===== src/rtl/cps_pkg.sv =====
package cps_pkg;
  typedef enum logic [2:0] {
    PH_IDLE,
    PH_PROC,
    PH_PARAM,
    PH_EXEC,
    PH_RESULT
  } phase_e;

  localparam int OPC_W   = 5;
  localparam int ST_RQM  = 7;
  localparam int ST_DIO  = 6;
  localparam int ST_BUSY = 4;
  localparam logic [7:0] INVALID_RESULT = 8'h80;
endpackage


===== src/rtl/cps_decode.sv =====
module cps_decode import cps_pkg::*; #(
  parameter int CNT_W = 4
) (
  input  logic [OPC_W-1:0] opc_i,
  output logic             valid_o,
  output logic [CNT_W-1:0] count_o
);
  always_comb begin
    valid_o = 1'b1;
    count_o = '0;
    unique case (opc_i)
      5'h08:        count_o = CNT_W'(0);
      5'h04, 5'h07: count_o = CNT_W'(1);
      5'h03, 5'h0F: count_o = CNT_W'(2);
      5'h05, 5'h06: count_o = CNT_W'(8);
      default:      valid_o = 1'b0;
    endcase
  end
endmodule


===== src/rtl/cps_param_store.sv =====
module cps_param_store #(
  parameter int DATA_W     = 8,
  parameter int MAX_PARAMS = 8,
  localparam int IDX_W     = (MAX_PARAMS > 1) ? $clog2(MAX_PARAMS) : 1
) (
  input  logic                         clk_i,
  input  logic                         rst_ni,
  input  logic                         clr_i,
  input  logic                         wr_i,
  input  logic [IDX_W-1:0]             idx_i,
  input  logic [DATA_W-1:0]            data_i,
  output logic [MAX_PARAMS*DATA_W-1:0] params_o
);
  for (genvar g = 0; g < MAX_PARAMS; g++) begin : g_slot
    logic [DATA_W-1:0] slot_q;
    always_ff @(posedge clk_i or negedge rst_ni) begin
      if (!rst_ni)                            slot_q <= '0;
      else if (clr_i)                         slot_q <= '0;
      else if (wr_i && idx_i == IDX_W'(g))    slot_q <= data_i;
    end
    assign params_o[g*DATA_W +: DATA_W] = slot_q;
  end
endmodule


===== src/rtl/cps_proc_timer.sv =====
module cps_proc_timer #(
  parameter int PROC_CYC = 2,
  localparam int TW      = (PROC_CYC > 1) ? $clog2(PROC_CYC) : 1
) (
  input  logic clk_i,
  input  logic rst_ni,
  input  logic load_i,
  output logic done_o
);
  logic [TW-1:0] cnt_q;

  always_ff @(posedge clk_i or negedge rst_ni) begin
    if (!rst_ni)           cnt_q <= '0;
    else if (load_i)       cnt_q <= TW'(PROC_CYC - 1);
    else if (cnt_q != '0)  cnt_q <= cnt_q - 1'b1;
  end

  assign done_o = (cnt_q == '0);
endmodule


===== src/rtl/cmd_phase_seq.sv =====
module cmd_phase_seq import cps_pkg::*; #(
  parameter int DATA_W     = 8,
  parameter int MAX_PARAMS = 8,
  parameter int PROC_CYC   = 2
) (
  input  logic                         clk_i,
  input  logic                         rst_ni,
  input  logic                         core_rst_i,
  input  logic                         wr_en_i,
  input  logic [DATA_W-1:0]            wr_data_i,
  output logic [7:0]                   status_o,
  output logic                         exec_start_o,
  output logic [DATA_W-1:0]            exec_opcode_o,
  output logic [MAX_PARAMS*DATA_W-1:0] exec_params_o,
  input  logic                         exec_done_i,
  output logic                         res_start_o,
  output logic [DATA_W-1:0]            result_data_o,
  input  logic                         rd_result_i
);
  localparam int CNT_W = $clog2(MAX_PARAMS + 1);
  localparam int IDX_W = (MAX_PARAMS > 1) ? $clog2(MAX_PARAMS) : 1;

  phase_e            ph_q;
  logic [DATA_W-1:0] op_q;
  logic [CNT_W-1:0]  need_q, got_q;
  logic              valid_q, exec_start_q, res_start_q;
  logic              dec_valid, tmr_done, accept, rqm, dio;
  logic [CNT_W-1:0]  dec_count;

  assign rqm    = (ph_q == PH_IDLE) || (ph_q == PH_PARAM) || (ph_q == PH_RESULT);
  assign dio    = (ph_q == PH_RESULT);
  assign accept = wr_en_i && !core_rst_i && (ph_q == PH_IDLE || ph_q == PH_PARAM);

  cps_decode #(.CNT_W(CNT_W)) u_decode (
    .opc_i   (wr_data_i[OPC_W-1:0]),
    .valid_o (dec_valid),
    .count_o (dec_count)
  );

  cps_proc_timer #(.PROC_CYC(PROC_CYC)) u_timer (
    .clk_i  (clk_i),
    .rst_ni (rst_ni),
    .load_i (accept),
    .done_o (tmr_done)
  );

  cps_param_store #(.DATA_W(DATA_W), .MAX_PARAMS(MAX_PARAMS)) u_store (
    .clk_i    (clk_i),
    .rst_ni   (rst_ni),
    .clr_i    (core_rst_i || (accept && ph_q == PH_IDLE)),
    .wr_i     (accept && ph_q == PH_PARAM),
    .idx_i    (got_q[IDX_W-1:0]),
    .data_i   (wr_data_i),
    .params_o (exec_params_o)
  );

  always_ff @(posedge clk_i or negedge rst_ni) begin
    if (!rst_ni) begin
      ph_q         <= PH_IDLE;
      op_q         <= '0;
      need_q       <= '0;
      got_q        <= '0;
      valid_q      <= 1'b0;
      exec_start_q <= 1'b0;
      res_start_q  <= 1'b0;
    end else begin
      exec_start_q <= 1'b0;
      res_start_q  <= 1'b0;
      if (core_rst_i) begin
        ph_q  <= PH_IDLE;
        got_q <= '0;
      end else begin
        unique case (ph_q)
          PH_IDLE: if (wr_en_i) begin
            op_q    <= wr_data_i;
            need_q  <= dec_count;
            valid_q <= dec_valid;
            got_q   <= '0;
            ph_q    <= PH_PROC;
          end
          PH_PROC: if (tmr_done) begin
            if (!valid_q) begin
              ph_q        <= PH_RESULT;
              res_start_q <= 1'b1;
            end else if (got_q == need_q) begin
              ph_q         <= PH_EXEC;
              exec_start_q <= 1'b1;
            end else begin
              ph_q <= PH_PARAM;
            end
          end
          PH_PARAM: if (wr_en_i) begin
            got_q <= got_q + 1'b1;
            ph_q  <= PH_PROC;
          end
          PH_EXEC:   if (exec_done_i) ph_q <= PH_IDLE;
          PH_RESULT: if (rd_result_i) ph_q <= PH_IDLE;
          default:   ph_q <= PH_IDLE;
        endcase
      end
    end
  end

  always_comb begin
    status_o          = '0;
    status_o[ST_RQM]  = rqm;
    status_o[ST_DIO]  = dio;
    status_o[ST_BUSY] = (ph_q != PH_IDLE);
  end

  assign exec_start_o  = exec_start_q;
  assign res_start_o   = res_start_q;
  assign exec_opcode_o = op_q;
  assign result_data_o = dio ? DATA_W'(INVALID_RESULT) : '0;
endmodule


===== config.mk =====
export PLATFORM = sky130hd
export DESIGN_NAME = cmd_phase_seq
export DESIGN_NICKNAME = d
export VERILOG_FILES = /design/src/rtl/cps_pkg.sv /design/src/rtl/cps_decode.sv /design/src/rtl/cps_param_store.sv /design/src/rtl/cps_proc_timer.sv /design/src/rtl/cmd_phase_seq.sv
export SDC_FILE = /design/constraint.sdc
export NUM_CORES = 1
export LEC_CHECK = 0
export ABC_AREA = 1
export BUFFER_PORTS_ARGS = -buffer_cell sky130_fd_sc_hd__clkbuf_2
export CORE_MARGIN = 8
export CORE_UTILIZATION = 40
export DETAILED_ROUTE_END_ITERATION = 10
export SETUP_SLACK_MARGIN = 0.02
export SYNTH_ARGS = -nofsm -noshare
export SYNTH_HDL_FRONTEND = slang
export SYNTH_SLANG_ARGS = --single-unit

===== constraint.sdc =====
create_clock -name clk_i -period 4.6 [get_ports clk_i]
set_input_delay 0 -clock clk_i [delete_from_list [all_inputs] [get_ports clk_i]]
set_output_delay 0 -clock clk_i [all_outputs]
set_load 0.01 [all_outputs]

==> metrics.txt, run 1 <==
Net Sw Frac 0.327; CP Depth 7; asr flop ratio synth 1.00; flop2flop setup slack 2.20 ns; drt drc 0; Starting Density 0.406; crit path max fanout 72; Seq/Total Area, Yosys 0.581; clk slew on worst S/H paths 0.09 ns; clk_skew 0.0165 ns; Cell Chain, Critical Path nor2_4 -> nand3_2 -> nor2_1 -> nor2_4 -> buf_4 -> nand2_1 -> o21ai_0; pwr/cell area 373 mW/mm²; IO Pins 104; initial antenna violation count 0; Final min period 2.40 ns; cell row count 35; drt initial violations 168; Mapped Cells 384; flops & latches, synth 86; unrepaired setup endpoints after global routing no; clock power share 0.285; Psw 0.540 mW; gr usage total 0.154; CTS buffer count 9; CP Class flip-flop to flip-flop; Req. time, crit path 4.82 ns; DP HPWL 6510 µm; first-pass GRT wire length 15800 µm; Yosys top cell by area dfrtp_1; CTS tree yes; Critical Path Source Type flip-flop; number of max-cap violations 0; Layout area overhead 19.9%; f_max 416 MHz; vias 2971; placed cell area 0.00414 mm²; # clock sinks 86; slowest stage delay, CP 0.58 ns; commonest cells after routing, fill and taps aside clkbuf_2, dfrtp_1, nand3_1; capturing point of the worst reg2reg path u_store.g_slot[6].slot_q[5]$_DFFE_PN0P_; synth warn 0; Critical R2R Launch ph_q[0]$_DFFE_PN0P_; status complete, no violations; most common cell after layout, fill and taps aside clkbuf_2; CTS Hold Bufs 13; Post-synth EDFFs 0; Critical Path AT 2.62 ns; total setup buffers inserted after CTS 0; Synth area leaders dfrtp_1, nand3_1, o21ai_1, nand2_1, o21ai_0; synth unique cells 25; clk root buf clkbuf_8; Buf+Inv Stages, Crit Path 1; chip width 112 µm; CP most frequent cell nor2_4; Final Setup Violations 0; reg2reg path depth 7; fin nets 498; Avg Vias per Cell 5.01; Synth Area per Inst 9.64 µm²; Top FF cell, synth dfrtp_1; post-CTS resize count 0; fin crit share 0.522; Cell Int Power 1.11 mW; vias in the first global route 2924; die area 0.0126 mm²; Setup TNS Final 0 ns; Die Ht 112 µm; kind of end point of the critical path flip-flop; gr ovfl total 0; DRT Pass-1 Iters 4; share of the synthesized area in the top cell type 0.581; antenna viol nets, final 0; average wire per standard cell 15.9 µm; Ant. Diodes 0; hold path startpoint exec_done_i; Placer Congestion 0.836; fin. max-slew vios 0; CP delay by family, top simple AND/OR/NAND/NOR gates; core footprint 0.00911 mm²; Post-Syn Area 0.00370 mm²; H-tree depth 3; Relative slew margins 0.270; CP max stage cell nor2_1; worst hold-check path type input pin to flip-flop; VDD IR max 0.187 mV; Worst Setup SP ph_q[0]$_DFFE_PN0P_; Skew-Pair Late Insertion Delay 0.36 ns; capture point of the worst path u_store.g_slot[6].slot_q[5]$_DFFE_PN0P_; share of cells above drive strength 1 0.257; sequential power share 0.514; Final Cell Area 0.00444 mm²; clock tree buffer depth 2; share of power burned in combinational logic 0.200; leakage 2.23 nW; largest net degree at the start of global routing 87; Worst Tran Pin Value 1.09 ns; port bufs 91; Routed WL 9460 µm; Hold Vio Cnt, Final 0
area by class of cell:
type                       instances  area, µm²
tap                              111        139
sequential                        86       2150
timing repair buffer             105        596
clock buffer                       9        124
multi-input combinational        256       1310
fill                             896       4670
clock inverter                     6       47.5
inverter                          20       75.1
synth_stat cells, types with 6 or more instances:
| library cell | number |
|---|---|
| nand2_1 | 48 |
| ha_1 | 6 |
| inv_1 | 19 |
| nand2_2 | 6 |
| o21ai_1 | 38 |
| nand3_2 | 7 |
| buf_4 | 16 |
| o21ai_0 | 35 |
| nand3_1 | 74 |
| dfrtp_1 | 86 |
| nor2_1 | 15 |
| buf_2 | 14 |
routing by layer:
| metal | global-route usage | share of wire | vias up |
|---|---|---|---|
| li1 | - | - | 1459 |
| met1 | 0.203 | 0.46 | 1426 |
| met2 | 0.239 | 0.47 | 80 |
| met3 | 0.0397 | 0.065 | 6 |
| met4 | 0.0567 | 0.0055 | 0 |
| met5 | 0 | 0 | - |
power groups by stage:
| stage | sequential (mW) | clock, mW | combinational, mW |
|---|---|---|---|
| after global placement | 0.863 | 0 | 0.324 |
| after detailed placement | 0.866 | 0 | 0.326 |
| after CTS | 0.851 | 0.492 | 0.339 |
| after global routing | 0.857 | 0.521 | 0.377 |
| after floorplan | 0.877 | 0 | 0.206 |
| final | 0.851 | 0.472 | 0.331 |
worst min-delay path by stage:
stage                                         to  slack (ns)  depth (start not counted)
global placement             ph_q[2]$_DFFE_PN0P_        0.22                          2
finish                       ph_q[0]$_DFFE_PN0P_        0.16                          7
CTS                          ph_q[0]$_DFFE_PN0P_        0.15                          7
floorplan           exec_opcode_o[0]$_DFFE_PN0P_       -0.30                          0
detailed placement           ph_q[2]$_DFFE_PN0P_        0.22                          2
global route                 ph_q[0]$_DFFE_PN0P_        0.18                          7
cells by family after synthesis:
group | Yosys count | share of synthesized area
AO/OA/AOI/OAI | 76 | 0.105
XOR/XNOR | 1 | 0.00237
adder cells (fa/ha/maj) | 6 | 0.0203
buffers and inverters | 53 | 0.0767
flip-flops | 86 | 0.581
other | 1 | 0.00101
AND/OR/NAND/NOR | 161 | 0.213
tightest hold or removal path, cell delays in order:
cell and delay [ns]:
clkbuf_2 0.08, nor2_1 0.10, nand2_1 0.08, nand3_1 0.08, nor3_1 0.04, nand2_1 0.05
nand2_1 0.04
state kept, by name, summed over array words and instances, names as in the netlist:
signal / flops
exec_opcode_o: 8
exec_start_o: 1
got_q: 4
need_q: 3
ph_q: 3
res_start_o: 1
u_store.g_slot.slot_q: 64
u_timer.cnt_q: 1
valid_q: 1
through the flow:
stage                     total power [mW]  setup slack (ns)  instances   util  hold WS (ns)
after floorplan                       1.08              3.10        395      -        -0.296
after global placement                1.19              2.23        565  0.454         0.220
after detailed placement              1.19              2.16        565  0.454         0.222
after CTS                             1.68              2.16        593  0.487         0.146
after global routing                  1.76              1.98        593  0.487         0.184
final                                 1.65              2.20        593  0.487         0.161
Power figures use the tool's default switching activity.
==> run 2: changes to the inputs <==
==> constraint.sdc (replaced) <==
create_clock -name clk_i -period 2.5 [get_ports clk_i]
set_input_delay 0 -clock clk_i [delete_from_list [all_inputs] [get_ports clk_i]]
set_output_delay 0 -clock clk_i [all_outputs]
set_load 0.01 [all_outputs]
==> metrics.txt, run 2 (synthesis results as in run 1) <==
status complete, no violations; H-tree depth 3; Register Area 0.00215 mm²; Avg Vias per Cell 5.15; drt drc 0; number of flip-flops in the largest register 64; clk slew on worst S/H paths 0.09 ns; Relative slew margins 0.637; CTS buffer count 9; IO Pins 104; CP Class flip-flop to flip-flop; final core area utilization 0.493; fin crit share 0.820; area of the multi-input gates 0.00131 mm²; kind of end point of the critical path flip-flop; Top reg by flops u_store.g_slot.slot_q; average wire per standard cell 16.4 µm; Psw 1.00 mW; # clock sinks 86; dpl cells 568; slowest stage delay, CP 0.45 ns; Final WS setup 0.450 ns; Placer Congestion 0.863; Cell Int Power 2.15 mW; filler-free cell count of the finished design 596; gr ovfl total 0; VDD IR max 0.445 mV; clock power share 0.304; die area 0.0126 mm²; chip width 112 µm; clock tree buffer depth 2; worst slack at placement 0.440 ns; crit path max fanout 16; clk root buf clkbuf_8; Final min period 2.05 ns; fin. max-slew vios 0; core footprint 0.00911 mm²; Cell Chain, Critical Path nor2_4 -> nand3_2 -> nor2_2 -> nand2_1 -> nand3_1 -> o21ai_0; Critical Path Source Type flip-flop; worst hold-check path type input pin to flip-flop; most common cell after layout, fill and taps aside clkbuf_2; cell row count 35; gr usage total 0.158; Req. time, crit path 2.72 ns; Net Sw Frac 0.318; sequential power share 0.496; Skew-Pair Late Insertion Delay 0.36 ns; Starting Density 0.406; Fill cells 875; initial antenna violation count 0; share of cells above drive strength 1 0.262; post-CTS resize count 0; drt initial violations 218; CTS tree yes; unrepaired setup endpoints after global routing no; number of max-cap violations 0; first-pass GRT wire length 16000 µm; fin nets 501; pwr/cell area 702 mW/mm²; antenna viol nets, final 0; DRT Pass-1 Iters 6; leakage 2.26 nW; Routed WL 9790 µm; Ant. Diodes 0; vias in the first global route 2939; Worst Tran Pin Value 0.545 ns; Final Setup Violations 0; share of power burned in combinational logic 0.200; port bufs 91; f_max 488 MHz; Hold Vio Cnt, Final 0; clk_skew 0.0109 ns; vias 3071; Layout area overhead 21.3%; Critical Path AT 2.27 ns; Setup TNS Final 0 ns; Die Ht 112 µm; largest net degree at the start of global routing 87; DP HPWL 6620 µm; commonest cells after routing, fill and taps aside clkbuf_2, dfrtp_1, nand3_1; CP max stage cell dfrtp_1
-- run 2: changes by cell type in the layout (fill, tap and decap cells not counted) --
cell,before,now
inv_6,2,0
clkinv_2,0,2
clkinv_4,0,1
clkinvlp_4,4,2
bufinv_16,0,1
buf_4,2,4
buf_12,0,1
-- run 2: cell type report --
cell class,instances,area share
sequential,86,0.479
clock buffer,9,0.0276
inverter,20,0.0167
multi-input combinational,256,0.291
clock inverter,6,0.0142
tap,111,0.0309
timing repair buffer,108,0.140
-- run 2: final timing paths --
check / from / endpoint / slack, ns / depth (start not counted)
max: ph_q[0]$_DFFE_PN0P_ / u_store.g_slot[7].slot_q[7]$_DFFE_PN0P_ / 0.45 / 6
max in group asynchronous: rst_ni / u_store.g_slot[0].slot_q[2]$_DFFE_PN0P_ / 1.92 / 3
max reg2reg: ph_q[0]$_DFFE_PN0P_ / u_store.g_slot[7].slot_q[7]$_DFFE_PN0P_ / 0.45 / 6
min in group asynchronous: rst_ni / u_store.g_slot[1].slot_q[5]$_DFFE_PN0P_ / 0.20 / 3
min reg2reg: exec_opcode_o[1]$_DFFE_PN0P_ / exec_opcode_o[1]$_DFFE_PN0P_ / 0.48 / 2
min: exec_done_i / ph_q[0]$_DFFE_PN0P_ / 0.13 / 7
-- run 2: power by group through the flow --
stage               registers, mW  clock network (mW)  logic [mW]
finish                       1.56               0.958       0.632
global route                 1.58                1.03       0.706
CTS                          1.57               0.980       0.639
detailed placement           1.59                   0       0.612
global placement             1.59                   0       0.611
floorplan                    1.61                   0       0.379
-- run 2: per-stage QoR --
stage | cell area (µm²) | total power, mW | hold slack (ns)
after global routing | 4490 | 3.32 | 0.200
after detailed placement | 4170 | 2.20 | 0.0785
final | 4490 | 3.15 | 0.135
after floorplan | 3740 | 1.99 | -0.296
after CTS | 4490 | 3.18 | 0.120
after global placement | 4170 | 2.20 | 0.0741
-- run 2: critical path: cells and delay by family (launching register included) --
family           cells  cell delay, ns
AO/OA/AOI/OAI        1            0.10
flip-flops           1            0.45
AND/OR/NAND/NOR      5            1.36
-- run 2: metal layers --
layer,vias to the layer above,track usage,share of wire
met1,1486,0.206,0.46
met5,-,0,0
li1,1472,-,-
met3,12,0.0494,0.058
met4,0,0.0621,0.017
met2,101,0.238,0.46
-- run 2: what timing repair did --
item,in CTS,in global routing
setup buffers,0,0
endpoints found under the hold margin,99,0
hold buffers,13,0
==> run 3: changes to the inputs <==
--- a/config.mk
+++ b/config.mk
@@ -5,11 +5,12 @@
 export SDC_FILE = /design/constraint.sdc
 export NUM_CORES = 1
 export LEC_CHECK = 0
-export ABC_AREA = 1
+export ABC_AREA = 0
 export BUFFER_PORTS_ARGS = -buffer_cell sky130_fd_sc_hd__clkbuf_2
 export CORE_MARGIN = 8
 export CORE_UTILIZATION = 40
 export DETAILED_ROUTE_END_ITERATION = 10
+export PLACE_DENSITY = 0.65
 export SETUP_SLACK_MARGIN = 0.02
 export SYNTH_ARGS = -nofsm -noshare
 export SYNTH_HDL_FRONTEND = slang
==> constraint.sdc (replaced) <==
create_clock -name clk_i -period 1.7 [get_ports clk_i]
set_input_delay 0 -clock clk_i [delete_from_list [all_inputs] [get_ports clk_i]]
set_output_delay 0 -clock clk_i [all_outputs]
set_load 0.01 [all_outputs]
==> metrics.txt, run 3 <==
Yosys top cell by area dfrtp_1; Req. time, crit path 1.94 ns; flop2flop setup slack 0.08 ns; synth unique cells 42; Fill cells 953; worst hold path depth 4; largest net degree at the start of global routing 45; Ant. Diodes 0; unrepaired setup endpoints after global routing yes; DRT Pass-1 Iters 5; average wire per standard cell 18.3 µm; Top reg by flops u_store.g_slot.slot_q; clk root buf clkbuf_8; clock tree buffer depth 2; Final min period 1.62 ns; Critical R2R Launch ph_q[0]$_DFFE_PN0P_; worst hold-check path type input pin to flip-flop; initial antenna violation count 0; area of the multi-input gates 0.00189 mm²; vias 3673; Worst Tran Pin Value 0.575 ns; hold path startpoint exec_done_i; CP Class flip-flop to flip-flop; slowest stage delay, CP 0.58 ns; Placer Congestion 0.825; vias in the first global route 3674; Critical Path AT 1.87 ns; Hold Vio Cnt, Final 0; number of max-cap violations 0; Seq/Total Area, Yosys 0.512; Post-Syn Area 0.00420 mm²; share of the synthesized area in the top cell type 0.512; Post-synth EDFFs 0; share of cells above drive strength 1 0.363; f_max 616 MHz; commonest cells after routing, fill and taps aside clkbuf_2, dfrtp_1, nand3_1; cell row count 37; fin crit share 0.954; core footprint 0.0103 mm²; synth warn 0; port bufs 91; Layout area overhead 26.5%; clk_skew 0.0116 ns; Routed WL 12100 µm; Starting Density 0.409; DP HPWL 8250 µm; CP max stage cell or4b_4; flops & latches, synth 86; IO Pins 104; worst slack at placement -0.0653 ns; Relative slew margins 0.617; Skew-Pair Late Insertion Delay 0.36 ns; drt drc 0; gr usage total 0.172; top-count cell post-synth dfrtp_1; Synth area leaders dfrtp_1, o2111ai_1, nand3_1, o21ai_0, a21oi_1; commonest cells in the netlist dfrtp_1, nand3_1, o21ai_0; Hold Crit Endpoint ph_q[1]$_DFFE_PN0P_; reg2reg path depth 4; Synth Area per Inst 10.0 µm²; leakage 2.40 nW; fin. max-slew vios 0; antenna viol nets, final 0; clk slew on worst S/H paths 0.08 ns; pwr/cell area 834 mW/mm²; Mapped Cells 419; status complete, no violations; drt initial violations 290; kind of end point of the critical path flip-flop; CTS buffer count 9; fin nets 541; CP delay by family, top simple AND/OR/NAND/NOR gates; crit path max fanout 39; Final WS setup 0.0779 ns; Power Total 4.43 mW; H-tree depth 3; first-pass GRT wire length 19600 µm; most common cell after layout, fill and taps aside clkbuf_2; Die Ht 118 µm; # clock sinks 86; die area 0.0140 mm²; Cell Chain, Critical Path or4b_4 -> buf_12 -> nand3_2 -> o21ai_0; VDD IR max 0.560 mV; capturing point of the worst reg2reg path u_store.g_slot[4].slot_q[3]$_DFFE_PN0P_; Avg Vias per Cell 5.55; Critical Path Source Type flip-flop; gr ovfl total 0; dpl cells 633; chip width 118 µm; Final Setup Violations 0; Register Area 0.00215 mm²; Top FF cell, synth dfrtp_1; CTS tree yes; Buf+Inv Stages, Crit Path 1; asr flop ratio synth 1.00; filler-free cell count of the finished design 662; number of flip-flops in the largest register 64
[run 3: worst max path at each step]
stage / end / from / cells after the start / slack, ns
after floorplan: u_store.g_slot[3].slot_q[0]$_DFFE_PN0P_ / got_q[2]$_DFFE_PN0P_ / 7 / 0.02
after global placement: u_store.g_slot[3].slot_q[2]$_DFFE_PN0P_ / got_q[1]$_DFFE_PN0P_ / 5 / 0.02
after detailed placement: u_store.g_slot[4].slot_q[7]$_DFFE_PN0P_ / got_q[1]$_DFFE_PN0P_ / 6 / -0.07
after CTS: u_store.g_slot[3].slot_q[2]$_DFFE_PN0P_ / got_q[1]$_DFFE_PN0P_ / 5 / 0.03
after global routing: u_store.g_slot[6].slot_q[0]$_DFFE_PN0P_ / got_q[0]$_DFFE_PN0P_ / 6 / 0.004
final: u_store.g_slot[4].slot_q[3]$_DFFE_PN0P_ / ph_q[0]$_DFFE_PN0P_ / 4 / 0.08
[run 3: area by class of cell]
| cell class | instances | share of cell area |
|---|---|---|
| flip-flops and latches | 86 | 0.405 |
| multi-input cells | 281 | 0.355 |
| repair buffers | 137 | 0.163 |
| well taps | 136 | 0.0320 |
| clock buffers | 13 | 0.0280 |
| clock inverters | 3 | 0.0127 |
| inverters | 6 | 0.00424 |
[run 3: through the flow]
step,utilization,cell area (µm²),hold WS (ns),TNS (ns)
after floorplan,-,4250,-0.296,0
after global placement,0.472,4850,0.0359,0
after detailed placement,0.472,4850,0.0392,-0.599
after CTS,0.502,5160,0.00418,0
after global routing,0.517,5320,0.0354,0
final,0.517,5320,0.0263,0
[run 3: where the power goes]
| part | total (mW) | leakage (nW) | internal (mW) | switching, mW |
|---|---|---|---|---|
| logic | 0.679 | 1.12 | 0.257 | 0.421 |
| registers | 2.17 | 1.18 | 2.12 | 0.0495 |
| clock network | 1.59 | 0.104 | 0.871 | 0.718 |
[run 3: layer usage]
layer  GRT usage  vias up  part of all wire
met5           0        -                 0
met4      0.0648        0             0.015
met3      0.0462       16             0.080
met2       0.268      146              0.48
met1       0.224     1785              0.43
li1            -     1726                 -
[run 3: what timing repair did]
action | CTS | global route
setup buffers | 3 | 5
endpoints found under the setup margin | 43 | 63
endpoints found under the hold margin | 45 | 0
gates cloned | 0 | 0
resized for setup | 7 | 39
pin swaps | 3 | 2
hold buffers | 5 | 0
[run 3: worst min-delay path, stage by stage]
cell      delay (ns)
clkbuf_2        0.09
nor2b_1         0.04
o21ai_0         0.15
a21oi_1         0.07
[run 3: kinds of logic (layout without fill, tap and decap cells)]
kind of cell,after synthesis,count (layout),share of synthesized area
buffers and inverters,63,159,0.0780
AND/OR/NAND/NOR,114,114,0.160
flip-flops,86,86,0.512
adder cells (fa/ha/maj),6,6,0.0179
other,1,12,0.000893
multiplexers,11,11,0.0295
AO/OA/AOI/OAI,133,133,0.191
XOR/XNOR,5,5,0.0104
